## src/rtl/blit_seq_pkg.sv

```systemverilog
package blit_seq_pkg;

    typedef enum logic [1:0] {
        PH_XTRA = 2'd0,   // priming source fetch at line start
        PH_SRC  = 2'd1,   // regular source fetch (or skip cycle)
        PH_DRD  = 2'd2,   // destination read for read-modify-write
        PH_DWR  = 2'd3    // destination write
    } phase_e;

    localparam logic [1:0] KIND_SRC = 2'd0;
    localparam logic [1:0] KIND_DRD = 2'd1;
    localparam logic [1:0] KIND_DWR = 2'd2;

endpackage

```

## src/rtl/blit_addr_step.sv

```systemverilog
module blit_addr_step #(
    parameter int ADDR_W = 23,
    parameter int INC_W  = 16
) (
    input  logic [ADDR_W-1:0] addr,
    input  logic [INC_W-1:0]  inc_x,
    input  logic [INC_W-1:0]  inc_y,
    input  logic              use_y,
    output logic [ADDR_W-1:0] next_addr
);
    logic [INC_W-1:0]         inc_sel;
    logic signed [ADDR_W-1:0] inc_wide;
    logic [ADDR_W-1:0]        word_step;

    always_comb begin
        inc_sel   = use_y ? inc_y : inc_x;
        inc_wide  = ADDR_W'($signed(inc_sel));
        word_step = inc_wide >>> 1;          // byte offset to word offset
        next_addr = addr + word_step;
    end
endmodule

```

## src/rtl/blit_edge_sel.sv

```systemverilog
module blit_edge_sel #(
    parameter int CNT_W  = 16,
    parameter int DATA_W = 16
) (
    input  logic [CNT_W:0]    x_left,
    input  logic [CNT_W:0]    x_init,
    input  logic [DATA_W-1:0] mask_first,
    input  logic [DATA_W-1:0] mask_mid,
    input  logic [DATA_W-1:0] mask_last,
    input  logic [3:0]        op,
    input  logic              skip_last,
    output logic [DATA_W-1:0] mask,
    output logic              is_last,
    output logic              need_dst_rd
);
    logic is_first;
    logic op_uses_dst;

    always_comb begin
        is_first    = (x_left == x_init);
        is_last     = (x_left == {{CNT_W{1'b0}}, 1'b1});
        // first has priority so a one-word line takes the first mask
        if (is_first)      mask = mask_first;
        else if (is_last)  mask = mask_last;
        else               mask = mask_mid;
        op_uses_dst = (op[3] ^ op[2]) | (op[1] ^ op[0]);
        need_dst_rd = op_uses_dst | ~(&mask) | (is_last & skip_last);
    end
endmodule

```

## src/rtl/blit_seq.sv

```systemverilog
module blit_seq
    import blit_seq_pkg::*;
#(
    parameter int ADDR_W = 23,
    parameter int INC_W  = 16,
    parameter int CNT_W  = 16,
    parameter int DATA_W = 16,
    parameter int IDX_W  = 4
) (
    input  logic              clk,
    input  logic              rst_n,
    input  logic              cfg_load,
    input  logic [ADDR_W-1:0] cfg_src_addr,
    input  logic [ADDR_W-1:0] cfg_dst_addr,
    input  logic [INC_W-1:0]  cfg_src_xinc,
    input  logic [INC_W-1:0]  cfg_src_yinc,
    input  logic [INC_W-1:0]  cfg_dst_xinc,
    input  logic [INC_W-1:0]  cfg_dst_yinc,
    input  logic [CNT_W-1:0]  cfg_x_count,
    input  logic [CNT_W-1:0]  cfg_y_count,
    input  logic [DATA_W-1:0] cfg_mask_first,
    input  logic [DATA_W-1:0] cfg_mask_mid,
    input  logic [DATA_W-1:0] cfg_mask_last,
    input  logic [3:0]        cfg_op,
    input  logic              cfg_xtra_rd,
    input  logic              cfg_skip_last,
    input  logic [IDX_W-1:0]  cfg_line_idx,
    input  logic              busy_wr,
    input  logic              busy_wdata,
    output logic              busy,
    output logic              mem_req,
    output logic [1:0]        mem_kind,
    output logic [ADDR_W-1:0] mem_addr,
    input  logic              mem_ack,
    output logic [DATA_W-1:0] dp_mask,
    output logic [IDX_W-1:0]  dp_line_idx,
    output logic              dp_src_take,
    output logic              dp_src_shift,
    output logic              dp_dst_take,
    output logic [ADDR_W-1:0] rb_src_addr,
    output logic [ADDR_W-1:0] rb_dst_addr,
    output logic [CNT_W:0]    rb_x_left,
    output logic [CNT_W:0]    rb_y_left
);
    localparam int XW = CNT_W + 1;

    typedef struct packed {
        logic              busy;
        phase_e            phase;
        logic [ADDR_W-1:0] src_addr;
        logic [ADDR_W-1:0] dst_addr;
        logic [XW-1:0]     x_left;
        logic [XW-1:0]     y_left;
        logic [XW-1:0]     x_init;
        logic [IDX_W-1:0]  line_idx;
        logic [INC_W-1:0]  sxi;
        logic [INC_W-1:0]  syi;
        logic [INC_W-1:0]  dxi;
        logic [INC_W-1:0]  dyi;
        logic [DATA_W-1:0] m_first;
        logic [DATA_W-1:0] m_mid;
        logic [DATA_W-1:0] m_last;
        logic [3:0]        op;
        logic              xtra;
        logic              skip_last;
    } state_t;

    state_t st_q, st_d;

    function automatic logic [XW-1:0] widen_count(input logic [CNT_W-1:0] c);
        logic [XW-1:0] r;
        r = {1'b0, c};
        if (c == '0) r = {1'b1, {CNT_W{1'b0}}};
        return r;
    endfunction

    logic [DATA_W-1:0] mask_w;
    logic              last_w;
    logic              need_rd_w;
    logic [ADDR_W-1:0] src_next_w;
    logic [ADDR_W-1:0] dst_next_w;
    logic              skip_now;
    logic              hs;

    blit_edge_sel #(.CNT_W(CNT_W), .DATA_W(DATA_W)) u_edge (
        .x_left      (st_q.x_left),
        .x_init      (st_q.x_init),
        .mask_first  (st_q.m_first),
        .mask_mid    (st_q.m_mid),
        .mask_last   (st_q.m_last),
        .op          (st_q.op),
        .skip_last   (st_q.skip_last),
        .mask        (mask_w),
        .is_last     (last_w),
        .need_dst_rd (need_rd_w)
    );

    blit_addr_step #(.ADDR_W(ADDR_W), .INC_W(INC_W)) u_src_step (
        .addr      (st_q.src_addr),
        .inc_x     (st_q.sxi),
        .inc_y     (st_q.syi),
        .use_y     (last_w),
        .next_addr (src_next_w)
    );

    blit_addr_step #(.ADDR_W(ADDR_W), .INC_W(INC_W)) u_dst_step (
        .addr      (st_q.dst_addr),
        .inc_x     (st_q.dxi),
        .inc_y     (st_q.dyi),
        .use_y     (last_w),
        .next_addr (dst_next_w)
    );

    // memory and datapath side, decoded from the registered state
    always_comb begin
        skip_now     = st_q.busy && (st_q.phase == PH_SRC) && last_w && st_q.skip_last;
        mem_req      = st_q.busy && !((st_q.phase == PH_SRC) && last_w && st_q.skip_last);
        hs           = mem_req && mem_ack;
        unique case (st_q.phase)
            PH_DRD:  mem_kind = KIND_DRD;
            PH_DWR:  mem_kind = KIND_DWR;
            default: mem_kind = KIND_SRC;
        endcase
        mem_addr     = (st_q.phase == PH_DRD || st_q.phase == PH_DWR) ? st_q.dst_addr
                                                                      : st_q.src_addr;
        dp_src_take  = hs && (st_q.phase == PH_XTRA || st_q.phase == PH_SRC);
        dp_dst_take  = hs && (st_q.phase == PH_DRD);
        dp_src_shift = skip_now;
    end

    // next-state computation
    always_comb begin
        st_d = st_q;
        unique case (st_q.phase)
            PH_XTRA: begin
                if (hs) begin
                    st_d.src_addr = src_next_w;
                    st_d.phase    = PH_SRC;
                end
            end
            PH_SRC: begin
                if (skip_now) begin
                    st_d.phase = PH_DRD;
                end else if (hs) begin
                    st_d.src_addr = src_next_w;
                    st_d.phase    = need_rd_w ? PH_DRD : PH_DWR;
                end
            end
            PH_DRD: begin
                if (hs) st_d.phase = PH_DWR;
            end
            PH_DWR: begin
                if (hs) begin
                    st_d.dst_addr = dst_next_w;
                    if (last_w) begin
                        st_d.x_left   = st_q.x_init;
                        st_d.y_left   = st_q.y_left - 1'b1;
                        st_d.line_idx = st_q.dyi[INC_W-1] ? st_q.line_idx - 1'b1
                                                          : st_q.line_idx + 1'b1;
                        st_d.phase    = st_q.xtra ? PH_XTRA : PH_SRC;
                        if (st_q.y_left == {{CNT_W{1'b0}}, 1'b1}) st_d.busy = 1'b0;
                    end else begin
                        st_d.x_left = st_q.x_left - 1'b1;
                        st_d.phase  = PH_SRC;
                    end
                end
            end
            default: ;
        endcase

        if (cfg_load && !st_q.busy) begin
            st_d.src_addr  = cfg_src_addr;
            st_d.dst_addr  = cfg_dst_addr;
            st_d.sxi       = cfg_src_xinc;
            st_d.syi       = cfg_src_yinc;
            st_d.dxi       = cfg_dst_xinc;
            st_d.dyi       = cfg_dst_yinc;
            st_d.x_init    = widen_count(cfg_x_count);
            st_d.x_left    = widen_count(cfg_x_count);
            st_d.y_left    = widen_count(cfg_y_count);
            st_d.m_first   = cfg_mask_first;
            st_d.m_mid     = cfg_mask_mid;
            st_d.m_last    = cfg_mask_last;
            st_d.op        = cfg_op;
            st_d.xtra      = cfg_xtra_rd;
            st_d.skip_last = cfg_skip_last;
            st_d.line_idx  = cfg_line_idx;
            st_d.phase     = cfg_xtra_rd ? PH_XTRA : PH_SRC;
        end

        if (busy_wr) st_d.busy = busy_wdata && (st_d.y_left != '0);
    end

    always_ff @(posedge clk) begin
        if (!rst_n) begin
            st_q       <= '0;
            st_q.phase <= PH_SRC;
        end else begin
            st_q <= st_d;
        end
    end

    assign busy        = st_q.busy;
    assign dp_mask     = mask_w;
    assign dp_line_idx = st_q.line_idx;
    assign rb_src_addr = st_q.src_addr;
    assign rb_dst_addr = st_q.dst_addr;
    assign rb_x_left   = st_q.x_left;
    assign rb_y_left   = st_q.y_left;
endmodule

```

## config.mk

```make
export PLATFORM = sky130hd
export DESIGN_NAME = blit_seq
export DESIGN_NICKNAME = d
export VERILOG_FILES = /design/src/rtl/blit_seq_pkg.sv /design/src/rtl/blit_addr_step.sv /design/src/rtl/blit_edge_sel.sv /design/src/rtl/blit_seq.sv
export SDC_FILE = /design/constraint.sdc
export NUM_CORES = 1
export LEC_CHECK = 0
export BUFFER_PORTS_ARGS = -buffer_cell sky130_fd_sc_hd__buf_2
export CAP_MARGIN = 20
export CORE_AREA = 5 5 204 206
export DETAILED_ROUTE_END_ITERATION = 6
export DIE_AREA = 0 0 209 211
export HOLD_SLACK_MARGIN = 0.02
export SLEW_MARGIN = 25
export SYNTH_ARGS = -nofsm -noshare
export SYNTH_HDL_FRONTEND = slang
export SYNTH_HIERARCHICAL = 1
export SYNTH_SLANG_ARGS = --single-unit
```

## constraint.sdc

```tcl
create_clock -name clk -period 4.9 [get_ports clk]
set_input_delay 0 -clock clk [delete_from_list [all_inputs] [get_ports clk]]
set_output_delay 0 -clock clk [all_outputs]
set_load 0.005 [all_outputs]
```

# --- Word-level counts from Yosys, hierarchy flattened ---
# Cells that the tools add are included.
word_totals:
  regBits: 222
  wordCells: 109
  output_inout_bits: 130
  mem_count: 0
  latch_bits: 0
  mem_bits_rw: 0
  romBits: 0
  input_bits: 206
classes:
  addsub: 6
  muxes: 33
  shift: 0
  magnitude_cmp: 0
  div: 0
  n_reduce_logical: 33
  n_bitwise: 7
  n_mul: 0
  eq_ne: 12
op_table:
  columns: ["operator", "n"]
  rows:
  - ["2-to-1 mux 221 bit", 1]
  - ["2-to-1 mux 57 bit", 2]
  - ["2-to-1 mux 17 bit", 4]
  - ["2-to-1 mux 16 bit", 4]
  - ["2-to-1 mux 25 bit", 2]
  - ["adder 23 bit", 2]
  - ["2-to-1 mux 23 bit", 2]
  - ["one-hot mux 23 bit (2 select lines)", 1]
  - ["equality test 17 x 1 -> 1 bit, second input constant", 2]
  - ["subtractor 17 x 1 -> 17 bit, second input constant", 2]
  - ["logical NOT 16 bit", 2]
  - ["equality test 17 bit", 1]
  - ["nonzero test 17 bit", 1]
  - ["2-to-1 mux 4 bit", 4]
  - ["AND reduction 16 bit", 1]
  - ["inequality test 3 x 2 -> 1 bit, second input constant", 5]
  - ["nonzero test 2 bit", 7]
  - ["AND reduction 4 bit", 3]
  - ["logical AND 1 bit", 11]
  - ["2-to-1 mux 1 bit", 8]
  - ["one-hot mux 2 bit (4 select lines)", 1]
  - ["adder 4 x 1 -> 4 bit, second input constant", 1]
  - ["equality test 2 bit, second input constant", 2]
  - ["2-to-1 mux 2 bit", 2]
  - ["15 further kinds", 20]

# --- Longest topological paths before layout ---
logic_depth:
  depth_word: 15
  depth_mapped: 18
  mapped_depth_nobuf: 16

# --- By module ---
# The synthesis kept the hierarchy.
modules_own_cells:
  columns: ["module", "cells_per_inst", "instances", "seq_area_each_um2", "area_per_inst_um2"]
  rows:
  - ["blit_seq", 1289, 1, 4444.3, 10083.4]
  - ["blit_addr_step at u_dst_step", 197, 1, 0.0, 1447.6]
  - ["blit_addr_step at u_src_step", 187, 1, 0.0, 1401.3]
  - ["blit_edge_sel", 84, 1, 0.0, 744.5]

# --- Least setup slack after synthesis ---
# OpenSTA, ideal clock, no wires.
synth_path:
  path_kind: "register to register"
  startpoint: "register st_q (netlist bit rb_x_left[10])"
  endpoint: "register st_q (netlist bit rb_src_addr[16])"
  path_buffers: 2
  setup_slack_ps: 765
  synth_period_minus_slack_ps: 4135
  t_required_ps: 4809
  setup_time_ps: 91
  arrival_time_ps: 4044
  path_stages_with_launch: 19
  cell_sequence: "dfxtp_1 nor4_1 nand2_1 nor3_1 clkbuf_1 clkbuf_1 mux2_2 ha_1 inv_1 fa_1 nor2b_4 o31a_1 o31a_1 nor2_2 o21bai_1 mux2_1 o2111ai_1 nand2_1 a311oi_1"
synth_between:
  elab_cells_between_ends: 19
  cone_classes: "add/sub (1); eq/ne (4); mux (6); reduce/logical (8)"
synth_lines:
  columns: ["item", "line", "source"]
  rows:
  - ["start: declaration", "blit_seq.sv:68", "state_t st_q, st_d;"]
  - ["start signal: assignment", "blit_seq.sv:199", "st_q <= st_d;"]
  - ["equality test 17 x 1 -> 1 bit (*)", "blit_edge_sel.sv:21", "is_last = (x_left == {{CNT_W{1'b0}}, 1'b1});"]
  - ["named net last_w", "blit_seq.sv:78", "logic last_w;"]
  - ["2-to-1 mux 16 bit (*)", "blit_addr_step.sv:16", "inc_sel = use_y ? inc_y : inc_x;"]
  - ["adder 23 bit (*)", "blit_addr_step.sv:19", "next_addr = addr + word_step;"]
  - ["named net src_next_w[16]", "blit_seq.sv:80", "logic [ADDR_W-1:0] src_next_w;"]
  - ["2-to-1 mux 25 bit", "blit_seq.sv:144", "end else if (hs) begin"]
  - ["2-to-1 mux 23 bit", "blit_seq.sv:142", "if (skip_now) begin"]
  - ["one-hot mux 23 bit (2 select lines) (*)", "blit_seq.sv:134", "unique case (st_q.phase)"]
  - ["2-to-1 mux 221 bit (*)", "blit_seq.sv:171", "if (cfg_load && !st_q.busy) begin"]
# The timed path passes the listed nets; every way through them passes the cells marked *. The select of a mux whose other input is x is not followed.
# A chain may end at the register's enable or synchronous reset.

# --- Final worst setup path ---
layout_path:
  startpoint: "register st_q (netlist bit rb_x_left[0])"
  endpoint: "register st_q (netlist bit busy)"
layout_between:
  elab_chain_cells: 12
  elab_cells_between_ends: 16
  cone_classes: "eq/ne (1); mux (5); reduce/logical (10)"
layout_rtl:
  columns: ["item", "line", "source"]
  rows:
  - ["equality test 17 x 1 -> 1 bit (*)", "blit_edge_sel.sv:21", null]
  - ["named net last_w", "blit_seq.sv:78", null]
  - ["logical AND 1 bit (2 in a row)", "blit_seq.sv:117", "mem_req = st_q.busy && !((st_q.phase == PH_SRC) && last_w && st_q.skip_last);"]
  - ["logical NOT 1 bit", "blit_seq.sv:117", null]
  - ["logical AND 1 bit", "blit_seq.sv:117", null]
  - ["logical AND 1 bit", "blit_seq.sv:118", "hs = mem_req && mem_ack;"]
  - ["2-to-1 mux 57 bit", "blit_seq.sv:153", "if (hs) begin"]
  - ["2-to-1 mux 57 bit", "blit_seq.sv:134", null]
  - ["2-to-1 mux 221 bit", "blit_seq.sv:171", null]
  - ["nonzero test 17 bit", "blit_seq.sv:191", "if (busy_wr) st_d.busy = busy_wdata && (st_d.y_left != '0);"]
  - ["logical AND 1 bit", "blit_seq.sv:191", null]
  - ["2-to-1 mux 1 bit", "blit_seq.sv:191", null]
# Marks and branches as above.

==> summary.md <==
| Metric | Value |
|---|---|
| Outcome | complete, no violations |
| CTS tree | built |
| Setup Buffers After CTS | 0 |
| Min Tclk post-route | 4.520 ns |
| Initial antenna violation count | 2 |
| Critical Path RT | 5.33 ns |
| Worst-Margin Slew | 0.9510 ns |
| Num CTS Buffers | 28 |
| PortBufs | 331 |
| Maxcap violations | 0 |
| Worst EP arrival | 4.95 ns |
| Routed wire length per instance | 17.97 microns |
| Core ar. | 39460 sq um |
| Mapped Nets | 2003 |
| Worst Hold Launch | cfg_load |
| CP startpoint kind | flop |
| Post-route cell area | 17940 sq um |
| Fin. Hold Viols | 0 |
| Post-cts sizing count | 0 |
| DIE AREA | 44100 sq um |
| Setup Viol. Count Final | 0 |
| Congestion Overflow GR | 0 |
| Largest net degree at the start of global routing | 140 |
| Inst Count DP | 2426 |
| Hold Path Stages | 4 |
| Vias per inst | 5.162 |
| Post-route ant nets | 0 |
| FMAX | 0.2212 GHz |
| Dpl hpwl | 33830 microns |
| Worst setup path class | reg2reg |
| CTS Sinks | 218 |
| CP max FO | 26 |
| Routed WL | 48200 microns |
| Final design utilization | 0.4547 |
| Skew-Pair Late Insertion Delay | 0.57 ns |
| Worst R2R Path Depth | 13 |
| Hold EP | st_q[89]$_SDFFE_PN0P_ |
| Die W | 209 microns |
| Commonest non-fill, non-tap cell in the layout | nand2_1 |
| CTS Hold Bufs | 202 |
| Number of global-route vias before repair | 13636 |
| DR iter-0 viols | 929 |
| Leakage | 7.718 nW |
| Cell Area, Placed | 14960 sq um |
| Total power | 5.166 mW |
| Setup Skew | 0.03227 ns |
| Gpl congestion | 0.9163 |
| Mapped Cells | 1741 |
| Rows | 73 |
| Layout net count | 2396 |
| FF-to-FF End | busy$_SDFFE_PN0P_ |
| Initial Util | 0.3433 |
| Residual DRC | 0 |
| Synthesized cell area | 13550 sq um |
| Layout area overhead | 32.43% |
| Fin. max-slew vios | 0 |
| Clock Tree Root | clkbuf_16 |
| Die height | 211 microns |
| Relative slew slack | 0.3660 |
| Crit end category | flop |
| Power per cell area | 288.0 nW/um^2 |
| Non-Filler Instances | 2683 |
| IO Count | 336 |
| CTS H-tree depth | 1 |
| Syn Area/Cell | 7.781 sq um |
| Drt first pass iters | 5 |
| Via count | 13850 |
| Hold WC Path Type | in2reg |
| Ys Warns | 6 |
| Max Root-Sink Buffers | 3 |
| RSZ-0062 raised after global routing | false |
| Max IR drop VDD | 215.1 uV |
| First-pass GRT wire length | 74530 microns |
| Clk slew on worst S/H paths | 0.06 ns |
| GR Util All Layers | 0.2060 |
| Critical R2R Launch | rb_x_left[0]$_SDFFE_PN0P_ |
| R2r setup slk | 0.38 ns |
| Post-Route Setup TNS | 0 ns |
| Layout cell share with drive strength beyond 1 | 0.2307 |
| Most frequent cells in the layout | 419 x nand2_1, 331 x buf_2, 220 x a21oi_1, 218 x dfxtp_1, 202 x dlygate4sd3_1 |
| Final period util | 0.9224 |
critical path: stages (launching register included):
cell,delay (ns)
dfxtp_1,0.49
nor4b_2,0.27
nand2_1,0.15
nor3_2,0.30
buf_4,0.33
and4_1,0.57
and2_1,0.41
nand4b_1,0.17
o311ai_1,0.37
nand2_1,0.08
dlygate4sd3_1,0.56
nand2_1,0.07
a31oi_1,0.04
dlygate4sd3_1,0.57
metal layers:
metal,vias up,global-route usage,wire (microns)
li1,6756,-,-
met1,6529,0.2737,21550
met2,461,0.3431,22440
met3,104,0.03074,2556
met4,0,0.07268,1652
met5,-,0,0
worst max path at each step:
stage          cells past startpoint  slack, ns                            to                  startpoint
2_1_floorplan                     18       0.76  rb_src_addr[16]$_SDFFE_PN0P_  rb_x_left[10]$_SDFFE_PN0P_
3_3_place_gp                      15       0.68  rb_dst_addr[22]$_SDFFE_PN0P_   rb_x_left[0]$_SDFFE_PN0P_
3_5_place_dp                      15       0.64  rb_dst_addr[22]$_SDFFE_PN0P_  rb_x_left[10]$_SDFFE_PN0P_
4_1_cts                           13       0.40             busy$_SDFFE_PN0P_  rb_x_left[10]$_SDFFE_PN0P_
5_1_grt                           13       0.17             busy$_SDFFE_PN0P_   rb_x_left[0]$_SDFFE_PN0P_
6_report                          13       0.38             busy$_SDFFE_PN0P_   rb_x_left[0]$_SDFFE_PN0P_
flip-flops by register name (all words and copies together) (netlist names):
signal       flops
rb_x_left       17
rb_y_left       17
rb_dst_addr     23
dp_line_idx      4
busy             1
st_q           133
rb_src_addr     23
power breakdown:
part	internal [mW]	switching, mW
combinational	0.529	0.578
sequential	1.89	0.129
clock	1.22	0.824
final cells by class:
cell class | count | area, sq um
Clock buffer | 39 | 822.0
Clock inverter | 11 | 101.3
Multi-Input combinational cell | 1306 | 8015
Sequential cell | 218 | 4364
Fill cell | 3849 | 21520
Inverter | 31 | 121.4
Tap cell | 525 | 656.9
Antenna cell | 4 | 10.01
Timing Repair Buffer | 549 | 3849
stage by stage:
step	hold WS (ns)	setup slack [ns]
floorplan	0.1360	0.7648
global placement	0.2432	0.6800
detailed placement	0.2496	0.6422
CTS	0.02119	0.4003
global route	0.06032	0.1725
finish	0.06002	0.3802
Power figures use the tool's default switching activity.
